$ cat src/rtl/fpm_pkg.sv
package fpm_pkg;
  localparam int unsigned DEF_EXP_W  = 8;
  localparam int unsigned DEF_FRAC_W = 23;

  function automatic int unsigned excess_of(input int unsigned exp_w);
    return (1 << (exp_w - 1)) - 1;
  endfunction
endpackage

$ cat src/rtl/fpm_unpack.sv
module fpm_unpack #(
  parameter int unsigned EXP_W  = fpm_pkg::DEF_EXP_W,
  parameter int unsigned FRAC_W = fpm_pkg::DEF_FRAC_W,
  localparam int unsigned WIDTH = 1 + EXP_W + FRAC_W
) (
  input  logic [WIDTH-1:0]  op_i,
  output logic              sign_o,
  output logic [EXP_W-1:0]  exp_o,
  output logic [FRAC_W:0]   sig_o,
  output logic              zero_o
);
  assign sign_o = op_i[WIDTH-1];
  assign exp_o  = op_i[WIDTH-2 -: EXP_W];
  assign zero_o = (exp_o == '0);
  // hidden one restored only for non-zero exponent fields
  assign sig_o  = {~zero_o, op_i[FRAC_W-1:0]};
endmodule

$ cat src/rtl/fpm_shift_add.sv
module fpm_shift_add #(
  parameter int unsigned SIG_W = 24,
  localparam int unsigned PROD_W = 2 * SIG_W,
  localparam int unsigned CNT_W  = $clog2(SIG_W + 1)
) (
  input  logic              clk_i,
  input  logic              rst_ni,
  input  logic              load_i,
  input  logic [SIG_W-1:0]  mcand_i,
  input  logic [SIG_W-1:0]  mplier_i,
  output logic              busy_o,
  output logic              fin_o,
  output logic [PROD_W-1:0] prod_o
);
  logic [PROD_W-1:0] mcand_q;
  logic [SIG_W-1:0]  mplier_q;
  logic [CNT_W-1:0]  cnt_q;

  always_ff @(posedge clk_i or negedge rst_ni) begin
    if (!rst_ni) begin
      mcand_q  <= '0;
      mplier_q <= '0;
      cnt_q    <= '0;
      prod_o   <= '0;
      busy_o   <= 1'b0;
      fin_o    <= 1'b0;
    end else begin
      fin_o <= 1'b0;
      if (load_i && !busy_o) begin
        mcand_q  <= {{SIG_W{1'b0}}, mcand_i};
        mplier_q <= mplier_i;
        prod_o   <= '0;
        cnt_q    <= CNT_W'(SIG_W);
        busy_o   <= 1'b1;
      end else if (busy_o) begin
        if (mplier_q[0]) prod_o <= prod_o + mcand_q;
        mcand_q  <= mcand_q << 1;
        mplier_q <= mplier_q >> 1;
        cnt_q    <= cnt_q - 1'b1;
        if (cnt_q == CNT_W'(1)) begin
          busy_o <= 1'b0;
          fin_o  <= 1'b1;
        end
      end
    end
  end

  assert_cnt_live_R7: assert property (@(posedge clk_i) disable iff (!rst_ni)
    busy_o |-> (cnt_q != '0));
  assert_fin_single_R7: assert property (@(posedge clk_i) disable iff (!rst_ni)
    fin_o |=> !fin_o);
endmodule

$ cat src/rtl/fpm_pack.sv
module fpm_pack #(
  parameter int unsigned EXP_W  = fpm_pkg::DEF_EXP_W,
  parameter int unsigned FRAC_W = fpm_pkg::DEF_FRAC_W,
  localparam int unsigned WIDTH  = 1 + EXP_W + FRAC_W,
  localparam int unsigned SIG_W  = FRAC_W + 1,
  localparam int unsigned PROD_W = 2 * SIG_W,
  localparam int unsigned XW     = EXP_W + 2
) (
  input  logic              sign_i,
  input  logic              zero_i,
  input  logic [EXP_W:0]    exp_sum_i,
  input  logic [PROD_W-1:0] prod_i,
  output logic [WIDTH-1:0]  res_o
);
  localparam logic [XW-1:0] BIAS = XW'(fpm_pkg::excess_of(EXP_W));

  logic              norm;
  logic [FRAC_W-1:0] frac;
  logic [XW-1:0]     exp_x;

  always_comb begin
    norm  = prod_i[PROD_W-1];
    frac  = norm ? prod_i[PROD_W-2 -: FRAC_W] : prod_i[PROD_W-3 -: FRAC_W];
    exp_x = {1'b0, exp_sum_i} + XW'(norm) - BIAS;
    if (zero_i) res_o = {sign_i, {(WIDTH-1){1'b0}}};
    else        res_o = {sign_i, exp_x[EXP_W-1:0], frac};
  end
endmodule

$ cat src/rtl/fp_mul_seq.sv
module fp_mul_seq #(
  parameter int unsigned EXP_W  = fpm_pkg::DEF_EXP_W,
  parameter int unsigned FRAC_W = fpm_pkg::DEF_FRAC_W,
  localparam int unsigned WIDTH  = 1 + EXP_W + FRAC_W,
  localparam int unsigned SIG_W  = FRAC_W + 1,
  localparam int unsigned PROD_W = 2 * SIG_W
) (
  input  logic             clk_i,
  input  logic             rst_ni,
  input  logic             start_i,
  input  logic [WIDTH-1:0] op_a_i,
  input  logic [WIDTH-1:0] op_b_i,
  output logic [WIDTH-1:0] product_o,
  output logic             done_o
);
  logic              sa, sb, za, zb;
  logic [EXP_W-1:0]  ea, eb;
  logic [SIG_W-1:0]  ma, mb;
  logic              mul_busy, mul_fin, busy, accept;
  logic [PROD_W-1:0] prod;
  logic              sign_q, zero_q;
  logic [EXP_W:0]    exp_sum_q;
  logic [WIDTH-1:0]  packed_res;

  fpm_unpack #(.EXP_W(EXP_W), .FRAC_W(FRAC_W)) u_unp_a (
    .op_i(op_a_i), .sign_o(sa), .exp_o(ea), .sig_o(ma), .zero_o(za));
  fpm_unpack #(.EXP_W(EXP_W), .FRAC_W(FRAC_W)) u_unp_b (
    .op_i(op_b_i), .sign_o(sb), .exp_o(eb), .sig_o(mb), .zero_o(zb));

  assign busy   = mul_busy | mul_fin;
  assign accept = start_i & ~busy;

  always_ff @(posedge clk_i or negedge rst_ni) begin
    if (!rst_ni) begin
      sign_q    <= 1'b0;
      zero_q    <= 1'b0;
      exp_sum_q <= '0;
    end else if (accept) begin
      sign_q    <= sa ^ sb;
      zero_q    <= za | zb;
      exp_sum_q <= {1'b0, ea} + {1'b0, eb};
    end
  end

  fpm_shift_add #(.SIG_W(SIG_W)) u_mul (
    .clk_i(clk_i), .rst_ni(rst_ni), .load_i(accept),
    .mcand_i(ma), .mplier_i(mb),
    .busy_o(mul_busy), .fin_o(mul_fin), .prod_o(prod));

  fpm_pack #(.EXP_W(EXP_W), .FRAC_W(FRAC_W)) u_pack (
    .sign_i(sign_q), .zero_i(zero_q), .exp_sum_i(exp_sum_q),
    .prod_i(prod), .res_o(packed_res));

  always_ff @(posedge clk_i or negedge rst_ni) begin
    if (!rst_ni) begin
      product_o <= '0;
      done_o    <= 1'b0;
    end else begin
      done_o <= mul_fin;
      if (mul_fin) product_o <= packed_res;
    end
  end

  assert_done_single_R7: assert property (@(posedge clk_i) disable iff (!rst_ni)
    done_o |=> !done_o);
  assert_hold_R9: assert property (@(posedge clk_i) disable iff (!rst_ni)
    !mul_fin |=> $stable(product_o));
  assert_busy_ignore_R8: assert property (@(posedge clk_i) disable iff (!rst_ni)
    (busy && start_i) |=> ($stable(sign_q) && $stable(zero_q) && $stable(exp_sum_q)));
  assert_zero_R6: assert property (@(posedge clk_i) disable iff (!rst_ni)
    (done_o && zero_q) |-> (product_o[WIDTH-2:0] == '0));
  assert_range_R4: assert property (@(posedge clk_i) disable iff (!rst_ni)
    (mul_fin && !zero_q) |-> (prod[PROD_W-1 -: 2] != 2'b00));
  assert_sign_R2: assert property (@(posedge clk_i) disable iff (!rst_ni)
    done_o |-> (product_o[WIDTH-1] == sign_q));
endmodule

$ cat config.mk
export PLATFORM = sky130hd
export DESIGN_NAME = fp_mul_seq
export DESIGN_NICKNAME = d
export VERILOG_FILES = /design/src/rtl/fpm_pkg.sv /design/src/rtl/fpm_unpack.sv /design/src/rtl/fpm_shift_add.sv /design/src/rtl/fpm_pack.sv /design/src/rtl/fp_mul_seq.sv
export SDC_FILE = /design/constraint.sdc
export NUM_CORES = 1
export LEC_CHECK = 0
export ABC_CLOCK_PERIOD_IN_PS = 3300
export CAP_MARGIN = 20
export CORE_MARGIN = 2
export CORE_UTILIZATION = 30
export CTS_BUF_LIST = sky130_fd_sc_hd__clkbuf_8 sky130_fd_sc_hd__clkbuf_16
export DETAILED_ROUTE_END_ITERATION = 10
export DONT_BUFFER_PORTS = 1
export PLACE_DENSITY = 0.46
export SYNTH_ARGS = -nofsm -noshare
export SYNTH_HDL_FRONTEND = slang
export SYNTH_SLANG_ARGS = --single-unit
$ cat constraint.sdc
create_clock -name clk_i -period 3.3 [get_ports clk_i]
set_input_delay 0.33 -clock clk_i [delete_from_list [all_inputs] [get_ports clk_i]]
set_output_delay 0.33 -clock clk_i [all_outputs]
set_load 0.03 [all_outputs]
======== Word-level counts from Yosys, hierarchy flattened ========
Index checks and enable logic that the tools add are counted.
storage, ports and cells
  flip-flop bits (word level) ............. 170
  word-level logic and storage cells ...... 48
cells by class
  add/sub/neg operators ................... 5
  equality and inequality tests ........... 1
  mux-type cells .......................... 17
  bitwise logic cells ..................... 7
  reduce and logical (&&, ||, !) cells .... 7
operator list
  kind                                              count
  two-way mux 48 bit                                5
  adder 48 bit                                      1
  two-way mux 24 bit                                2
  two-way mux 31 bit                                1
  two-way mux 23 bit                                1
  zero test 8 bit                                   2
  two-way mux 5 bit                                 2
  adder 8 x 1 -> 8 bit                              1
  adder 8 bit                                       1
  subtractor 8 x 7 -> 8 bit, second input constant  1
  two-way mux 1 bit                                 6
  == test 5 x 1 -> 1 bit, second input constant     1
  subtractor 5 x 1 -> 5 bit, second input constant  1
  nonzero test 2 bit                                2
  inverter 1 bit                                    3
  bitwise OR 1 bit                                  2
  AND reduction 2 bit                               1
  bitwise AND 1 bit                                 1
  logical AND 1 bit                                 1
  zero test 1 bit                                   1
  XOR 1 bit                                         1

======== Longest topological paths before layout ========
Gate-level depths: netlist of the first run.
  depth after elaboration ................. 6
  depth in mapped cells ................... 11

======== By module ========
Synthesis of the first run repeated with hierarchy kept, for this count alone.
unflattened totals
  cells, all modules ...................... 1143
  area, all modules ....................... 10774.1 µm²
by module, submodules not included
  module         times used  cells an instance  area an instance (µm²)
  fpm_shift_add  1           839                7732.4
  fp_mul_seq     1           149                1969.4
  fpm_pack       1           83                 546.8
  fpm_unpack     2           36                 262.8

======== Least setup slack after synthesis of the first run ========
OpenSTA, ideal clock, no wires.
  path kind ............................... register to register
  from .................................... register u_mul.prod_o[0]
  to ...................................... register u_mul.prod_o[46]
  arrival time ............................ 2.489 ns
  required time ........................... 3.174 ns
  setup slack ............................. 0.685 ns
  cell stages (with the launch flop) ...... 12
  buffers on the path ..................... 0
  cells stage by stage .................... dfrtp_1 ha_1 fa_1 a21o_1 nand3_1 a311oi_2 nor3_2 or2_1 a21oi_2 a31oi_1 o21ai_0 a221o_1
between the ends
  longest elaborated chain between the ends .. 4
RTL lines
  element                 RTL line             RTL
  start, declared         fpm_shift_add.sv:13  output logic [PROD_W-1:0] prod_o
  start signal, assigned  fpm_shift_add.sv:36  if (mplier_q[0]) prod_o <= prod_o + mcand_q;
  adder 48 bit            fpm_shift_add.sv:36
  two-way mux 48 bit      fpm_shift_add.sv:36
  two-way mux 48 bit      fpm_shift_add.sv:35  end else if (busy_o) begin
  two-way mux 48 bit      fpm_shift_add.sv:29  if (load_i && !busy_o) begin
Every way passes these cells. The select of a mux whose other input is x is not followed.
A chain may end at the register's enable or synchronous reset.

======== Worst setup path in the final report of the first run ========
  from .................................... register u_mul.mcand_q[0]
  to ...................................... register u_mul.prod_o[46]
between the ends
  longest elaborated chain between the ends .. 4
RTL lines
  element                 RTL line             RTL
  start, declared         fpm_shift_add.sv:15  logic [PROD_W-1:0] mcand_q;
  start signal, assigned  fpm_shift_add.sv:30  mcand_q <= {{SIG_W{1'b0}}, mcand_i};
  start signal, assigned  fpm_shift_add.sv:37  mcand_q <= mcand_q << 1;
  adder 48 bit            fpm_shift_add.sv:36
  two-way mux 48 bit      fpm_shift_add.sv:36
  two-way mux 48 bit      fpm_shift_add.sv:35
  two-way mux 48 bit      fpm_shift_add.sv:29
Every way passes these cells. The select of a mux whose other input is x is not followed.

==> results of run 1 <==
worst max-delay path by stage:
stage                 startpoint                to  slack (ns)
4_1_cts         u_mul.mcand_q[0]  u_mul.prod_o[46]        0.15
2_1_floorplan    u_mul.prod_o[0]  u_mul.prod_o[46]        0.68
5_1_grt        u_mul.mcand_q[21]  u_mul.prod_o[39]       0.002
6_report        u_mul.mcand_q[0]  u_mul.prod_o[46]        0.19
3_3_place_gp    u_mul.mcand_q[0]  u_mul.prod_o[46]        0.19
3_5_place_dp    u_mul.mcand_q[0]  u_mul.prod_o[46]        0.16
final cells by class:
cell class                      count  area, sq um  share of cell area, %
Clock inverter                     13          126                   1.13
Clock buffer                       19          453                   4.06
Inverter                           52          195                   1.75
Multi-Input combinational cell    848         5380                   48.2
Timing Repair Buffer               22          188                   1.68
Tap cell                          442          553                   4.96
Sequential cell                   170         4260                   38.2
cell usage in the layout (no fill, tap or decap), drive strengths merged, types with 30 or more instances in the layout:
master / instances
dfrtp: 170
nand2: 188
nor2: 43
inv: 61
mux2i: 74
ha: 58
a21oi: 74
o22ai: 30
o21ai: 160
nand3: 35
per-stage QoR:
stage,cell area (sq um),hold WS (ns),setup WS [ns],utilization (%)
5_1_grt,11200,-0.455,0.00220,34.1
3_3_place_gp,10500,0.0445,0.185,32.2
2_1_floorplan,10000,0.0344,0.685,-
6_report,11200,-0.418,0.191,34.1
3_5_place_dp,10600,0.0424,0.162,32.3
4_1_cts,11100,-0.453,0.145,34.1
power by group through the flow:
stage	Combinational (uW)	Clock (uW)	Sequential (uW)
2_1_floorplan	3490	0	3730
3_3_place_gp	4390	0	4000
3_5_place_dp	4420	0	4020
4_1_cts	4440	2110	3990
5_1_grt	5050	2180	4100
6_report	4410	2030	3970
cell families after synthesis:
logic type               count (synthesis)
adder cells (fa/ha/maj)                 60
flip-flops                             170
buffers and inverters                  111
multiplexers                            77
XOR/XNOR                                56
AO/OA/AOI/OAI                          322
AND/OR/NAND/NOR                        333
state kept, by name, summed over array words and instances, names as in the netlist:
| signal | cells |
|---|---|
| u_mul.mcand_q | 48 |
| u_mul.prod_o | 48 |
| product_o | 32 |
| u_mul.mplier_q | 24 |
| exp_sum_q | 8 |
| u_mul.cnt_q | 5 |
| done_o | 1 |
| sign_q | 1 |
| u_mul.busy_o | 1 |
| u_mul.fin_o | 1 |
| zero_q | 1 |
synthesized netlist by cell type (3+ instances only):
| cell | n | share of area, % |
|---|---|---|
| a21o_1 | 14 | 1.0 |
| and3_1 | 5 | 0.31 |
| o22ai_1 | 30 | 1.9 |
| nor2_1 | 43 | 1.6 |
| o21ai_0 | 157 | 7.8 |
| nand4_1 | 11 | 0.69 |
| xnor2_1 | 28 | 2.4 |
| mux2_2 | 3 | 0.34 |
| o21ai_1 | 3 | 0.15 |
| nand2_1 | 188 | 7.0 |
| xor2_1 | 28 | 2.4 |
| mux2i_1 | 74 | 7.4 |
| nor2b_1 | 5 | 0.31 |
| o31ai_1 | 3 | 0.22 |
| nor3_1 | 10 | 0.50 |
| and2_1 | 3 | 0.19 |
| ha_1 | 58 | 7.2 |
| nor3b_1 | 3 | 0.22 |
| a21oi_1 | 72 | 3.6 |
| o21bai_1 | 10 | 0.75 |
| buf_1 | 8 | 0.30 |
| o211ai_1 | 5 | 0.37 |
| a31oi_1 | 4 | 0.25 |
| nor4_1 | 8 | 0.50 |
| nand2b_1 | 10 | 0.62 |
| or3_1 | 4 | 0.25 |
| clkbuf_1 | 50 | 1.9 |
| dfrtp_1 | 170 | 42 |
| inv_1 | 52 | 1.9 |
| nand3_1 | 35 | 1.7 |
routing by layer:
metal  vias up  wire [um]  part of all wire [%]  GRT usage, %
li1       3936          -                     -             -
met1      3691      13300                    52          21.6
met2       129      11000                    43          22.8
met3        21       1020                   4.0          3.83
met4         0        302                   1.2          4.03
met5         -          0                     0             0
timing repair:
item,in CTS,in global routing
buffers inserted,0,0
endpoints found under the hold margin,171,170
resized for setup,0,1
endpoints found under the setup margin,0,1
==> run_results.csv, run 1 <==
group,metric,value,unit
run_status,status,"finished with violations",
run_status,violations,"negative hold slack",
grt,grt_overflow,0,
clock_network,cts_tree,"yes",
clock_network,cts_hold_buffers,1,
worst_setup_path,rr_startpoint,"u_mul.mcand_q[0]",
final_layout,fin_nets,1238,
worst_setup_path,slowest_delay,0.41,ns
clock_network,root_buffer,"clkbuf_16",
yosys,yosysWarnings,0,
floorplanning,rows,66,
sta,setup_viol_count_final,0,
yosys,synth_area_per_cell,8.89,sq um
grt,grt_start_max_net_pins,171,
worst_setup_path,crit_family,"compound AO/OA/AOI/OAI gates",
yosys,synth_flop_cell,"dfrtp_1",
worst_setup_path,crit_required,3.62,ns
worst_setup_path,rrSetupSlack,0.19,ns
drt,drtIter0Drc,466,
final_layout,n_fill_cell,3462,
worst_setup_path,critPathKind,"reg2reg",
floorplanning,die_x,187,um
worst_setup_path,crit_path_top_delay_cell,"dfrtp_1",
sta,period_needed,3.11,ns
power,vdd_ir_drop_max,0.375,mV
worst_setup_path,path_depth,11,
final_layout,drive_above_1_share,6.23,%
final_layout,instances_no_fill,1566,
place,dp.cells,1533,
yosys,synth_edf_count,0,
power,pwr-share-clk,19.5,%
worst_setup_path,timing.rr.end,"u_mul.prod_o[46]",
drt,vias,7777,
sta,final.period_utilization,94.2,%
clock_network,clock_latency,0.45,ns
place,dp_hpwl,17.9,mm
sta,finClkSkew,0.0122,ns
final_layout,syn2layout_area_growth,11.1,%
clock_network,cts.sinks,170,
yosys,synth_top_family_by_area,"compound AO/OA/AOI/OAI gates",
sta,max_slew.worst_pin.slew,0.661,ns
yosys,yosysUniqueCellTypes,57,
yosys,synth_simple_gate_area_share,14.7,%
grt,grtUsageTotal,15.1,%
yosys,muxShareOfSynthArea,7.72,%
drt,wl_per_cell,16.4,um
yosys,ys_seq_area_share,42.4,%
power,power_leakage,0.00503,uW
drt,routed_wl,25.6,mm
sta,drv_slew,0,
power,power_switching,4660,uW
yosys,synthArstFlopShare,100,%
floorplanning,initial_core_util,30.7,%
power,p_sw_share,44.8,%
sta,hold_ws,-0.418,ns
worst_setup_path,endpoint_kind,"flip-flop",
floorplanning,die_y,187,um
sta,tns,0,ns
flow_run,maxCapViolations,0,
power,power_density,934,nW/um^2
sta,slew_headroom,55.9,%
yosys,syn_inst,1129,
worst_hold_path,hp-class,"in2async",
power,power.total,10400,uW
yosys,synth-adder-area-share,7.63,%
grt,antenna_found_initial,0,
clock_network,cts_buffers,17,
worst_setup_path,arrival,3.43,ns
sta,hold_viol_final,170,
yosys,syn_area,10000,sq um
yosys,ys_ff_latch,170,
final_layout,diodes,0,
floorplanning,core_area,32700,sq um
yosys,syn-num-nets,1256,
floorplanning,die_area,34900,sq um
clock_network,cts.clk_slew.worst_paths,0.07,ns
drt,drt_pass1_iterations,5,
worst_setup_path,path_max_fanout,4,
power,internal_power,5750,uW
place,port_buffers,0,
drt,drc,0,
place,gp_congestion,0.850,
clock_network,htree_levels,4,
sta,max_clock_freq,0.322,GHz
floorplanning,io_pins,100,
worst_setup_path,cp-start-kind,"flip-flop",
sta,rsz0062_at_grt,"false",
yosys,synthXorXnorAreaFrac,4.89,%
worst_setup_path,r2r_cells,11,
grt,grt_pass1_wl,42.9,mm
drt,via_per_inst,4.97,
drt,ant_nets,0,
power,p_comb_share,42.4,%
power,power_frac_seq,38.1,%
grt,first_global_vias,7806,
worst_setup_path,path_buf_inv,0,
clock_network,cts_buffer_depth,2,
yosys,synth_compound_area_share,18.5,%
worst_setup_path,crit_chain,"ha_1 -> fa_1 -> a21o_1 -> nand3_1 -> a311oi_2 -> nor3_2 -> or2_1 -> a21oi_2 -> a31oi_1 -> o21ai_0 -> a221o_1",
Note: power is estimated with default switching activity, not from simulation.
==> run 2: changes to the inputs <==
Settings changed: ABC_CLOCK_PERIOD_IN_PS 3300 to 3000.
Clock period 3.3 ns to 3 ns, I/O delays scaled along.
==> run_results.csv, run 2 (synthesis gave the netlist of run 1 again) <==
group,metric,value,unit
sta,period_needed,2.89,ns
final_layout,final_area,11500,sq um
place,port_buffers,0,
sta,slew_headroom,47.4,%
place,postPlaceCellArea,10800,sq um
power,p_comb_share,43.9,%
power,power_density,1030,nW/um^2
final_layout,layout_common_cells,"188 x nand2_1, 169 x dfrtp_1, 154 x o21ai_0",
worst_setup_path,path_max_fanout,5,
run_status,violations,"negative hold slack",
drt,vias,7874,
grt,antenna_found_initial,0,
clock_network,clock_latency,0.45,ns
sta,max_clock_freq,0.346,GHz
worst_setup_path,cp-start-kind,"flip-flop",
sta,finClkSkew,0.0152,ns
worst_setup_path,critPathKind,"reg2reg",
floorplanning,rows,66,
sta,rsz0062_at_grt,"true",
final_layout,diodes,0,
sta,drv_slew,0,
sta,max_slew.worst_pin.slew,0.786,ns
drt,wl_per_cell,16.3,um
power,internal_power,6640,uW
final_layout,final_util,35.2,%
floorplanning,io_pins,100,
worst_setup_path,crit_required,3.39,ns
grt,first_global_vias,7803,
clock_network,htree_levels,4,
floorplanning,die_y,187,um
grt,grt_start_max_net_pins,171,
clock_network,cts_buffers,17,
sta,final.period_utilization,96.5,%
final_layout,instances_no_fill,1597,
floorplanning,die_x,187,um
worst_setup_path,rr_startpoint,"u_mul.mcand_q[8]",
drt,drt_pass1_iterations,4,
worst_setup_path,endpoint_kind,"flip-flop",
clock_network,cts.sinks,170,
grt,grt_overflow,0,
sta,setup_viol_count_final,0,
drt,drtIter0Drc,365,
drt,drc,0,
place,dp.cells,1564,
power,p_sw_share,44.1,%
clock_network,cts_buffer_depth,2,
worst_setup_path,crit_start,"u_mul.mcand_q[8]",
power,vdd_ir_drop_max,0.434,mV
worst_hold_path,hp-class,"in2async",
drt,ant_nets,0,
power,power_frac_seq,36.8,%
floorplanning,core_area,32700,sq um
power,pwr-share-clk,19.3,%
flow_run,maxCapViolations,0,
clock_network,cts.clk_slew.worst_paths,0.08,ns
place,dp_hpwl,18.3,mm
clock_network,root_buffer,"clkbuf_16",
drt,via_per_inst,4.93,
clock_network,cts_hold_buffers,1,
final_layout,final_common_cell,"nand2_1",
power,power_switching,5240,uW
floorplanning,die_area,34900,sq um
final_layout,fin_nets,1269,
grt,grt_pass1_wl,42.7,mm
sta,hold_ws,-0.441,ns
drt,routed_wl,26.0,mm
floorplanning,initial_core_util,30.7,%
sta,hold_viol_final,170,
final_layout,reg.largest.list,"u_mul.mcand_q x48, u_mul.prod_o x48, product_o x32",
place,gp_congestion,0.831,
final_layout,drive_above_1_share,10.1,%
clock_network,cts_tree,"yes",
power,power_leakage,0.00518,uW
final_layout,syn2layout_area_growth,14.6,%
grt,grtUsageTotal,15.2,%
worst_setup_path,arrival,3.28,ns
run_status,status,"finished with violations",
-- run 2: cell types whose count changed in the layout (fill, tap and decap cells not counted), sizes merged --
cell,previous run,this run
buf,21,52
clkbuf,19,17
clkinv,2,4
bufinv,0,1
inv,61,60
-- run 2: power by group through the flow --
stage          Combinational [uW]  Clock (uW)  Sequential [uW]
6_report                     5210        2300             4370
2_1_floorplan                3840           0             4100
4_1_cts                      5140        2380             4370
5_1_grt                      5910        2460             4520
3_3_place_gp                 5070           0             4390
3_5_place_dp                 5110           0             4410
-- run 2: cell type report --
class / instances / area (sq um)
clock buffers: 17 / 425
clock inverters: 15 / 175
fillers: 3445 / 21200
inverters: 52 / 195
multi-input cells: 848 / 5490
flip-flops and latches: 170 / 4260
well taps: 442 / 553
repair buffers: 53 / 400
-- run 2: worst paths after layout --
kind / endpoint / slack, ns / cells after the start
max: u_mul.prod_o[40] / 0.11 / 10
min: u_mul.prod_o[11] / -0.44 / 0
max reg2reg: u_mul.prod_o[40] / 0.11 / 10
min reg2reg: u_mul.mplier_q[5] / 0.48 / 2
max in group asynchronous: product_o[21] / 3.18 / 0
min in group clk_i: u_mul.mplier_q[15] / 0.05 / 2
-- run 2: stage by stage --
stage / setup TNS [ns] / hold slack [ns] / power [uW] / setup WS (ns)
after detailed placement: 0 / 0.0167 / 9520 / 0.0185
after CTS: 0 / -0.478 / 11900 / 0.00180
final: 0 / -0.441 / 11900 / 0.106
after global placement: 0 / 0.0166 / 9460 / 0.127
after global routing: -0.0445 / -0.472 / 12900 / -0.0243
after floorplan: 0 / 0.00441 / 7940 / 0.385
-- run 2: worst max-delay path, stage by stage (launching register included) --
cell,delay [ns]
dfrtp_1,0.43
ha_4,0.32
and4_4,0.24
nand4_1,0.16
a311oi_4,0.35
nor3_4,0.08
o21ba_2,0.27
o211ai_2,0.25
a31oi_2,0.16
or4_1,0.49
nand3_1,0.08
-- run 2: routing by layer --
layer / share of wire (%) / vias to the layer above / GRT usage (%)
li1: - / 3999 / -
met1: 51 / 3726 / 21.1
met2: 43 / 119 / 23.2
met3: 4.2 / 30 / 3.55
met4: 1.7 / 0 / 5.43
met5: 0 / - / 0
-- run 2: timing repair --
action,4_1_cts,5_1_grt
hold endpoints to repair,171,170
buffers inserted,0,0
setup endpoints to repair,0,11
resized for setup,0,25
==> run 3: changes to the inputs <==
Settings changed: ABC_CLOCK_PERIOD_IN_PS 3000 to 2550, PLACE_DENSITY 0.46 to 0.47.
Clock period 3 ns to 2.55 ns, I/O delays scaled along.
==> run_results.csv, run 3 (synthesis gave the netlist of run 1 again) <==
group,metric,value,unit
floorplanning,rows,66,
place,port_buffers,0,
sta,rsz0062_at_grt,"true",
worst_setup_path,path_buf_inv,1,
sta,final.period_utilization,112,%
final_layout,n_fill_cell,3295,
final_layout,final_util,42.2,%
run_status,violations,"negative hold slack, negative setup slack",
power,power_density,1190,nW/um^2
floorplanning,initial_core_util,30.7,%
place,dp_hpwl,19.6,mm
worst_setup_path,crit_family,"compound AO/OA/AOI/OAI gates",
worst_hold_path,hp-class,"in2async",
sta,hold_ws,-0.488,ns
grt,first_global_vias,8921,
worst_setup_path,cp-start-kind,"flip-flop",
worst_setup_path,critPathKind,"reg2reg",
place,dp.cells,1701,
final_layout,fin_nets,1469,
final_layout,instances_no_fill,1796,
clock_network,cts.clk_slew.worst_paths,0.07,ns
clock_network,root_buffer,"clkbuf_16",
grt,grt_start_max_net_pins,171,
drt,drtIter0Drc,406,
power,power.total,16400,uW
drt,drc,0,
clock_network,cts_tree,"yes",
flow_run,maxCapViolations,0,
sta,drv_slew,0,
worst_setup_path,crit_required,2.88,ns
final_layout,layout_common_cells,"209 x buf_4, 181 x nand2_1, 168 x dfrtp_1",
clock_network,clock_latency,0.45,ns
sta,max_slew.worst_pin.slew,0.650,ns
grt,grtUsageTotal,16.5,%
drt,wl_per_cell,15.7,um
clock_network,cts_buffer_depth,2,
power,vdd_ir_drop_max,0.544,mV
sta,layout_setup_ws,-0.309,ns
clock_network,cts_hold_buffers,27,
clock_network,cts.sinks,170,
power,power_leakage,0.00631,uW
final_layout,reg.largest.list,"u_mul.mcand_q x48, u_mul.prod_o x48, product_o x32",
worst_setup_path,crit_path_top_delay_cell,"dfrtp_1",
final_layout,drive_above_1_share,27.1,%
floorplanning,io_pins,100,
sta,max_clock_freq,0.350,GHz
sta,period_needed,2.86,ns
drt,ant_nets,0,
run_status,status,"finished with violations",
sta,hold_viol_final,170,
grt,grt_overflow,0,
clock_network,htree_levels,4,
drt,routed_wl,28.2,mm
clock_network,cts_buffers,17,
final_layout,final_common_cell,"buf_4",
sta,finClkSkew,0.0162,ns
final_layout,syn2layout_area_growth,37.4,%
final_layout,diodes,0,
grt,grt_pass1_wl,46.8,mm
sta,slew_headroom,56.7,%
worst_setup_path,slowest_delay,0.42,ns
worst_setup_path,crit_chain,"ha_4 -> buf_6 -> nand2_2 -> o211ai_1 -> a21oi_2 -> or3_4 -> or2_4 -> a21oi_4 -> a31oi_4 -> o2111a_1 -> a221o_1",
place,gp_congestion,0.842,
drt,via_per_inst,4.86,
sta,setup_viol_count_final,16,
floorplanning,core_area,32700,sq um
drt,vias,8732,
grt,antenna_found_initial,0,
worst_setup_path,endpoint_kind,"flip-flop",
floorplanning,die_y,187,um
floorplanning,die_x,187,um
drt,drt_pass1_iterations,5,
worst_setup_path,arrival,3.19,ns
worst_setup_path,path_max_fanout,5,
floorplanning,die_area,34900,sq um
-- run 3: cell type report --
cell class                 instances  area, sq um  share of cell area, %
clock inverter                    13          151                   1.10
multi-input combinational        848         6150                   44.6
inverter                          52          195                   1.42
tap                              442          553                   4.01
clock buffer                      18          439                   3.18
sequential                       170         4260                   30.9
timing repair buffer             253         2040                   14.8
-- run 3: per-stage QoR --
stage	worst slack [ns]	cell area (sq um)	TNS, ns
6_report	-0.309	13800	-1.84
5_1_grt	-0.409	13800	-4.51
4_1_cts	-0.275	13200	-1.73
3_5_place_dp	-0.388	11900	-4.77
3_3_place_gp	-0.344	11900	-4.02
2_1_floorplan	0.000645	10100	0
-- run 3: power breakdown --
| group | internal [uW] | switching (uW) | total [uW] |
|---|---|---|---|
| registers | 3760 | 1310 | 5070 |
| logic | 4300 | 4370 | 8670 |
| clock network | 1550 | 1150 | 2700 |
| total | 9610 | 6830 | 16400 |
-- run 3: routing by layer --
layer	GRT usage, %	vias up	wire [um]
met4	4.33	0	349
li1	-	4398	-
met3	3.25	21	1050
met2	26.2	129	12900
met1	23.1	4184	14000
met5	0	-	0
-- run 3: repair_timing --
| item | CTS | global route |
|---|---|---|
| resized for setup | 73 | 98 |
| buffers inserted | 19 | 21 |
| setup endpoints to repair | 26 | 30 |
| pin swaps | 30 | 68 |
| hold endpoints to repair | 197 | 170 |
-- run 3: final timing paths --
| check | startpoint | endpoint | slack (ns) | cells after the start |
|---|---|---|---|---|
| worst max-delay path | u_mul.mcand_q[17] | u_mul.prod_o[46] | -0.31 | 11 |
| worst min-delay path | rst_ni | u_mul.mcand_q[10] | -0.49 | 0 |
| worst max register to register | u_mul.mcand_q[17] | u_mul.prod_o[46] | -0.31 | 11 |
| worst min register to register | sign_q | sign_q | 0.48 | 2 |
| max in group asynchronous | rst_ni | product_o[15] | 2.75 | 0 |
| min in group clk_i | op_a_i[11] | u_mul.mcand_q[11] | 0.02 | 2 |
-- run 3: worst reg2reg max path, delay by kind of cell, from the launching register on --
family | cells | cell delay, ns
AO/OA/AOI/OAI | 6 | 1.25
AND/OR/NAND/NOR | 3 | 0.66
flip-flops | 1 | 0.42
adder cells (fa/ha/maj) | 1 | 0.29
buffers and inverters | 1 | 0.12
